### config.mk
export PLATFORM = sky130hd
export DESIGN_NAME = bit6_swizzle_unit
export DESIGN_NICKNAME = d
export VERILOG_FILES = /design/src/rtl/bit6_swizzle_unit.sv
export SDC_FILE = /design/constraint.sdc
export NUM_CORES = 1
export LEC_CHECK = 0
export ABC_AREA = 0
export ABC_CLOCK_PERIOD_IN_PS = 2190
export BUFFER_PORTS_ARGS = -buffer_cell sky130_fd_sc_hd__buf_2
export CELL_PAD_IN_SITES_DETAIL_PLACEMENT = 2
export CELL_PAD_IN_SITES_GLOBAL_PLACEMENT = 2
export CORE_MARGIN = 10
export CORE_UTILIZATION = 18
export CTS_CLUSTER_DIAMETER = 50
export CTS_CLUSTER_SIZE = 14
export DETAILED_ROUTE_END_ITERATION = 7
export PLACE_DENSITY = 0.86
export SYNTH_ARGS = -nofsm -noshare
export SYNTH_HDL_FRONTEND = slang
export SYNTH_SLANG_ARGS = --single-unit
### constraint.sdc
create_clock -name clk -period 2.19 [get_ports clk]
set_input_delay 0.438 -clock clk [delete_from_list [all_inputs] [get_ports clk]]
set_output_delay 0.438 -clock clk [all_outputs]
set_load 0.005 [all_outputs]
### src/rtl/bit6_swizzle_unit.sv
module bit6_swizzle_unit #(
  parameter int AW  = 32,
  parameter int RBW = 16
) (
  input  logic           clk,
  input  logic           rst,
  input  logic           cfg_load,
  input  logic [1:0]     plat_class,
  input  logic [31:0]    cfg_word,
  input  logic [RBW-1:0] rank_top_a,
  input  logic [RBW-1:0] rank_top_b,
  output logic [2:0]     mode_x,
  output logic [2:0]     mode_y,
  input  logic           in_valid,
  input  logic [AW-1:0]  in_addr,
  input  logic [1:0]     in_tile,
  output logic           out_valid,
  output logic [AW-1:0]  out_addr,
  output logic           out_forced_linear
);

  localparam logic [2:0] M_NONE = 3'd0;
  localparam logic [2:0] M_9    = 3'd1;
  localparam logic [2:0] M_9_10 = 3'd2;
  localparam logic [2:0] M_9_11 = 3'd3;
  localparam logic [2:0] M_ALL  = 3'd4;
  localparam logic [2:0] M_UNK  = 3'd7;

  logic [2:0] det_x, det_y, sel_mode;
  logic       tiled, flip, forced;

  always_comb begin
    det_x = M_UNK;
    det_y = M_UNK;
    case (plat_class)
      2'd0: begin
        det_x = M_NONE;
        det_y = M_NONE;
      end
      2'd1: begin
        if (cfg_word != '1) begin
          case (cfg_word[1:0])
            2'd0, 2'd1: begin
              det_x = M_NONE;
              det_y = M_NONE;
            end
            2'd3: begin
              if (cfg_word[2]) begin
                det_x = M_9_10;
                det_y = M_9;
              end else if (!cfg_word[3]) begin
                det_x = M_ALL;
                det_y = M_9_11;
              end
            end
            default: ;
          endcase
        end
      end
      default: begin
        det_x = (rank_top_a == rank_top_b) ? M_9_10 : M_NONE;
        det_y = (rank_top_a == rank_top_b) ? M_9    : M_NONE;
      end
    endcase
  end

  always_ff @(posedge clk) begin
    if (rst) begin
      mode_x <= M_UNK;
      mode_y <= M_UNK;
    end else if (cfg_load) begin
      mode_x <= det_x;
      mode_y <= det_y;
    end
  end

  assign tiled    = (in_tile == 2'd1) || (in_tile == 2'd2);
  assign sel_mode = (in_tile == 2'd1) ? mode_x : (in_tile == 2'd2) ? mode_y : M_NONE;
  assign forced   = tiled && (sel_mode == M_UNK);

  always_comb begin
    case (sel_mode)
      M_9:     flip = in_addr[9];
      M_9_10:  flip = in_addr[9] ^ in_addr[10];
      M_9_11:  flip = in_addr[9] ^ in_addr[11];
      M_ALL:   flip = in_addr[9] ^ in_addr[10] ^ in_addr[11];
      default: flip = 1'b0;
    endcase
  end

  always_ff @(posedge clk) begin
    if (rst) begin
      out_valid         <= 1'b0;
      out_addr          <= '0;
      out_forced_linear <= 1'b0;
    end else begin
      out_valid         <= in_valid;
      out_addr          <= in_addr ^ {{(AW-7){1'b0}}, flip, 6'b0};
      out_forced_linear <= in_valid && forced;
    end
  end

endmodule

==> results.md, run 1 <==
* Run status: finished clean
* Clock root cell: clkbuf_8
* GR Util All Layers at 9.94%
* Synth Cell Area at 1540 um2
* Synthesized instance count at 149
* Starting DRT DRC Count at 42
* Max cap viols at 0
* # placed instances at 392
* Global route overflow at 0
* Slew headroom at 76.7%
* Postcts setup bufs at 0
* Asr flop ratio synth at 0%
* Critical path's slowest cell: mux2_4
* Synth area leaders: dfxtp_1 50%, nor2b_1 13%, xnor2_1 9.1%
* I/O pin count at 144
* Layout cells sized above 1 at 52.9%
* 1st-pass router iterations at 3
* Die area at 12,600 um2
* Post-DP HPWL at 5810 um
* Seq/Total Area, Yosys at 49.6%
* Worst-path clk slew at 80 ps
* Non-filler cells, final at 400
* Worst Path Arrival at 1910 ps
* Max-slew violations at 0
* Unique masters post-synth at 37
* Worst stage delay on the critical path at 310 ps
* Maximum clock frequency at 574 MHz
* Syn avg cell area at 10.3 um2
* EDFF count, synth at 0
* # port buffers at 143
* Post-cts hold buffer count at 0
* Drt drc at 0
* Area leader, netlist: dfxtp_1
* First-pass GRT wire length at 10,300 um
* Nature of the critical path endpoint: flop
* Starting density of the core at 18.6%
* Worst min path class: in2reg
* CP Buf/Inv Count at 2
* Unrepaired setup endpoints after global routing: false
* Final Hold Viols at 0
* Vias in the first global route at 1,971
* Setup CP Type: in2reg
* Global placement routability congestion at 0.673
* Startpoint Class: input port
* Max Fanout on Critical Path at 8
* Chip Height at 112 um
* Avg WL per Cell at 16.2 um
* Main synth FF type: dfxtp_1
* Clock skew at 0.651 ps
* Site row count at 33
* PwrDens at 612 nW/um2
* #FFs+latches synth at 38
* H-Tree Depth at 2
* Syn. warnings at 0
* Leakage power figure at 1.21 nW
* Synth top area share at 49.6%
* Worst skew pair latency at 280 ps
* Most instantiated cells after synthesis: 38 x dfxtp_1, 32 x nor2b_1, 16 x xnor2_1
* Power, Total at 0.00150 W
* Least-Margin Pin Slew at 350 ps
* Post-layout util at 29.7%
* Largest net degree at the start of global routing at 24
* Vias at 1,658
* Crit path time final at 1740 ps
* Final wirelength at 6490 um
* Final setup TNS at 0 ps
* CTS tree: built
* Layout area overhead at 59.8%
* Top Family by Delay on Critical Path: compound AO/OA/AOI/OAI gates
* Via-to-Cell Ratio at 4.15
* Core area at 8260 um2
* Final cycle utilization of the critical path at 79.5%
* Clk sinks at 38
* Cell with the most instances after synthesis: dfxtp_1
* Final net count at 400
* Total CTS buffers at 5
* Fillers at 981
* WHS at 362 ps
* Cell Chain, Critical Path: buf_2, inv_1, ha_1, and4bb_1, o2111ai_1, o21ai_1, a211oi_2, mux2_4
* Setup violators final at 0
* CTS resizes at 0
* Area of the multi-input gates at 728 um2
* Reg area at 761 um2
* Max VDD drop at 0.214 mV
* N_diodes at 0
* Initial antenna violation count at 0
* Synthesized net count at 255
* Die X-Extent at 112 um
* Routed Antenna Nets at 0
* Critical Path RT at 2360 ps
* CTS Buffer Depth at 2
[logic make-up (layout without fill, tap and decap cells)]
family,after synthesis,in the layout,share of synthesized area (%)
and+or+nand+nor,66,66,27.5
AOI/OAI and AO/OA,14,14,7.01
xor gates and xnor gates,18,18,10.3
buffers and inverters,10,156,3.01
adders and majority gates,2,2,1.63
muxes,1,1,0.978
DFF,38,38,49.6
[state kept, by name (all words and copies together), names as in the netlist]
name	flops
out_addr	32
mode_x	2
mode_y	2
out_forced_linear	1
out_valid	1
[final timing paths]
path | slack (ps) | to | startpoint | depth (start not counted)
max | 450 | out_addr[6]$_SDFF_PP0_ | in_tile[1] | 8
min | 360 | out_addr[28]$_SDFF_PP0_ | in_addr[28] | 2
max reg2reg | 490 | out_addr[6]$_SDFF_PP0_ | mode_y[1]$_SDFFE_PP1P_ | 5
min reg2reg | 550 | mode_y[0]$_SDFFE_PP1P_ | mode_y[0]$_SDFFE_PP1P_ | 2
[stage by stage]
stage          setup WS (ps)  instance area, um2
2_1_floorplan            382                1540
3_3_place_gp             197                2360
3_5_place_dp             138                2360
4_1_cts                  446                2450
5_1_grt                  298                2450
6_report                 448                2450
[layer usage]
metal | GRT usage (%) | vias up | wire length, um
met5 | 0 | - | 0
met2 | 17.6 | 102 | 3200
met3 | 6.12 | 5 | 868
met1 | 9.61 | 755 | 2380
li1 | - | 796 | -
met4 | 2.28 | 0 | 42
[power breakdown]
part           internal, W  switching, W  total [W]
clock network     0.000253      0.000242   0.000495
logic             0.000150      0.000109   0.000259
registers         0.000729     0.0000183   0.000747
total              0.00113      0.000370    0.00150
[cell type report]
class                      count  area share, %
clock buffer                   6           3.37
clock inverter                 2          0.510
inverter                       4          0.612
multi-input combinational    101           29.7
sequential                    38           31.0
tap                          105           5.35
timing repair buffer         144           29.5
[cells in the final DEF, fill, tap and decap left out, types with 2 or more instances in the layout]
master | Yosys | layout
nor2b_1 | 32 | 32
xnor2_1 | 16 | 16
xor2_1 | 2 | 2
dfxtp_1 | 38 | 38
clkbuf_8 | 0 | 6
nand2_1 | 6 | 6
nand4_1 | 10 | 10
ha_1 | 2 | 2
nand3_1 | 2 | 2
inv_1 | 4 | 4
nor2_1 | 2 | 2
nand3b_1 | 3 | 3
buf_2 | 0 | 143
nor4_1 | 3 | 3
a21oi_1 | 2 | 2
Note: power is estimated with default switching activity, not from simulation.
==> run 2, diff against run 1 <==
--- a/config.mk
+++ b/config.mk
@@ -6,16 +6,16 @@
 export NUM_CORES = 1
 export LEC_CHECK = 0
 export ABC_AREA = 0
-export ABC_CLOCK_PERIOD_IN_PS = 2190
+export ABC_CLOCK_PERIOD_IN_PS = 1500
 export BUFFER_PORTS_ARGS = -buffer_cell sky130_fd_sc_hd__buf_2
 export CELL_PAD_IN_SITES_DETAIL_PLACEMENT = 2
 export CELL_PAD_IN_SITES_GLOBAL_PLACEMENT = 2
 export CORE_MARGIN = 10
-export CORE_UTILIZATION = 18
+export CORE_UTILIZATION = 16
 export CTS_CLUSTER_DIAMETER = 50
 export CTS_CLUSTER_SIZE = 14
 export DETAILED_ROUTE_END_ITERATION = 7
-export PLACE_DENSITY = 0.86
+export PLACE_DENSITY = 0.82
 export SYNTH_ARGS = -nofsm -noshare
 export SYNTH_HDL_FRONTEND = slang
 export SYNTH_SLANG_ARGS = --single-unit
==> constraint.sdc (replaced) <==
create_clock -name clk -period 1.5 [get_ports clk]
set_input_delay 0.3 -clock clk [delete_from_list [all_inputs] [get_ports clk]]
set_output_delay 0.3 -clock clk [all_outputs]
set_load 0.005 [all_outputs]
==> run 2 against run 1 <==
Effect of this change: worst setup slack got worse by 440 ps; sequential cell count did not move; sequential share of layout area fell by 1.6 points; clock skew barely moved; register-to-register slack got worse by 480 ps; critical path depth fell by 3; final cell count rose by 7.5%; count of clock-buffer cells in the layout fell by 1; critical endpoint unchanged; largest power group unchanged.
==> results.md, run 2 (same netlist as run 1, synthesis figures left out) <==
* Final net count at 406 (was 400)
* Total CTS buffers at 5 (unchanged)
* Clock root cell: clkbuf_8 (unchanged)
* Site row count at 35 (was 33)
* 1st-pass router iterations at 4 (was 3)
* Top reg by flops: out_addr (unchanged)
* Crit path launch: mode_y[1]$_SDFFE_PP1P_ (was in_tile[1])
* Post-layout util at 28.2% (was 29.7%)
* Largest net degree at the start of global routing at 25 (was 24)
* Worst Path Arrival at 1670 ps (was 1910 ps)
* CTS tree: built (unchanged)
* Global route overflow at 0 (unchanged)
* Comb pwr share at 16.1% (was 17.3%)
* Flop pwr share at 42.9% (was 49.8%)
* Vias at 1,694 (was 1,658)
* Worst-path clk slew at 80 ps (about the same)
* Worst skew pair latency at 290 ps (was 280 ps)
* Setup CP Type: reg2reg (was in2reg)
* Layout cells sized above 1 at 55.8% (was 52.9%)
* RR Startpoint: mode_y[1]$_SDFFE_PP1P_ (unchanged)
* Startpoint Class: flop (was input port)
* Internal power at 0.00197 W (was 0.00113 W)
* Avg WL per Cell at 15.6 um (was 16.2 um)
* Postcts setup bufs at 0 (unchanged)
* Final wirelength at 6730 um (was 6490 um)
* Sw power at 0.000565 W (was 0.000370 W)
* Routed Antenna Nets at 0 (unchanged)
* Max-slew violations at 0 (unchanged)
* PwrDens at 970 nW/um2 (was 612 nW/um2)
* N_diodes at 0 (unchanged)
* Core area at 9280 um2 (was 8260 um2)
* Most frequent cells in the layout: 143 x buf_2, 35 x dfxtp_1, 32 x nor2b_1 (was 143 x buf_2, 38 x dfxtp_1, 32 x nor2b_1)
* Max FFs per register at 32 (unchanged)
* Max Fanout on Critical Path at 6 (was 8)
* Largest regs: out_addr: 32 flops, mode_x: 2 flops, mode_y: 2 flops (unchanged)
* Setup violators final at 0 (unchanged)
* Final Hold Viols at 0 (unchanged)
* Max VDD drop at 0.311 mV (was 0.214 mV)
* Clk pwr share at 41.0% (was 33.0%)
* Post-DP HPWL at 5980 um (was 5810 um)
* Post-place setup slack at -359 ps (was 138 ps)
* Worst min path class: in2reg (unchanged)
* Clk sinks at 38 (unchanged)
* H-Tree Depth at 2 (unchanged)
* Drt drc at 0 (unchanged)
* GR Util All Layers at 9.38% (was 9.94%)
* Slew headroom at 80.6% (was 76.7%)
* R2R depth at 5 (unchanged)
* Setup ws final at 8.84 ps (was 448 ps)
* Die X-Extent at 118 um (was 112 um)
* Clock skew at 0.694 ps (was 0.651 ps)
* Fillers at 1,126 (was 981)
* R2r endpoint: out_addr[6]$_SDFF_PP0_ (unchanged)
* # port buffers at 143 (unchanged)
* Switch share at 22.3% (was 24.6%)
* Nature of the critical path endpoint: flop (unchanged)
* Least-Margin Pin Slew at 287 ps (was 350 ps)
* Commonest non-fill, non-tap cell in the layout: buf_2 (unchanged)
* Leakage power figure at 1.26 nW (was 1.21 nW)
* Max cap viols at 0 (unchanged)
* Maximum clock frequency at 671 MHz
* Unrepaired setup endpoints after global routing: true (was false)
* I/O pin count at 144 (unchanged)
* Starting DRT DRC Count at 20 (was 42)
* Chip Height at 118 um (was 112 um)
* CP endpoint: out_addr[6]$_SDFF_PP0_ (unchanged)
* Placement Cell Area at 2460 um2 (was 2360 um2)
* Crit path time final at 1490 ps
* Initial antenna violation count at 1 (was 0)
* Final cycle utilization of the critical path at 99.4%
* Critical Path RT at 1680 ps (was 2360 ps)
* Die area at 13,900 um2 (was 12,600 um2)
* Run status: finished clean (unchanged)
* Flop-to-flop setup slack at 9 ps (was 490 ps)
* First-pass GRT wire length at 10,500 um (was 10,300 um)
* Final instance area at 2610 um2 (was 2450 um2)
* Starting density of the core at 16.5% (was 18.6%)
* Layout area overhead at 70.3% (was 59.8%)
* Global placement routability congestion at 0.803 (was 0.673)
* CTS Buffer Depth at 2 (unchanged)
* Via-to-Cell Ratio at 3.94 (was 4.15)
* Vias in the first global route at 2,007 (was 1,971)
run 2: changes by cell type in the layout (fill, tap and decap cells not counted), moves of 2 or more:
cell       previous run  this run
dfxtp_4               0         2
bufinv_16             0         2
dfxtp_1              38        35
ha_1                  2         0
buf_4                 1         6
run 2: worst min path at each step:
stage	endpoint	start	slack, ps	cells past startpoint
after detailed placement	out_addr[7]$_SDFF_PP0_	in_addr[7]	520	2
after global routing	out_addr[21]$_SDFF_PP0_	in_addr[21]	210	2
after global placement	out_addr[29]$_SDFF_PP0_	in_addr[29]	510	2
final	out_addr[20]$_SDFF_PP0_	in_addr[20]	220	2
after CTS	out_addr[7]$_SDFF_PP0_	in_addr[7]	210	2
after floorplan	out_addr[0]$_SDFF_PP0_	in_addr[0]	430	1
run 2: worst max-delay path, stage by stage, from the launching register on:
cell	delay, ps
dfxtp_4	370
buf_4	140
o31a_1	300
nor3b_2	200
a211oi_2	80
mux2_4	300
run 2: what timing repair did:
action	4_1_cts	5_1_grt
hold buffers	0	0
pin swaps	0	0
setup endpoints to repair	1	1
gates resized for setup	6	1
run 2: power groups by stage:
stage | Sequential, W | Combinational [W] | Clock [W]
after floorplan | 0.00112 | 0.000144 | 0
after global placement | 0.00111 | 0.000401 | 0
after detailed placement | 0.00111 | 0.000418 | 0
after CTS | 0.00109 | 0.000421 | 0.00109
after global routing | 0.00110 | 0.000457 | 0.00114
final | 0.00109 | 0.000408 | 0.00104
run 2: layout make-up:
| cell class | instances | area (um2) | share of cell area, % |
|---|---|---|---|
| Clock buffer | 5 | 68.8 | 2.63 |
| Clock inverter | 3 | 68.8 | 2.63 |
| Inverter | 4 | 15.0 | 0.574 |
| Multi-Input combinational cell | 101 | 749 | 28.7 |
| Sequential cell | 38 | 769 | 29.4 |
| Tap cell | 129 | 161 | 6.18 |
| Timing Repair Buffer | 150 | 781 | 29.9 |
run 2: per-stage QoR:
stage,TNS (ps),std cells,hold slack [ps],total power (W)
floorplan,-73.4,149,428,0.00126
global placement,-262,422,509,0.00151
detailed placement,-359,422,517,0.00153
CTS,-6.00,430,208,0.00260
global route,-70.5,430,207,0.00269
finish,0,430,219,0.00254
run 2: per-layer routing:
metal | vias up | track usage [%] | part of all wire, %
met5 | - | 0 | 0.10
met4 | 2 | 1.85 | 0.85
met3 | 9 | 5.28 | 11
met2 | 104 | 16.0 | 48
met1 | 772 | 9.94 | 40
li1 | 807 | - | -
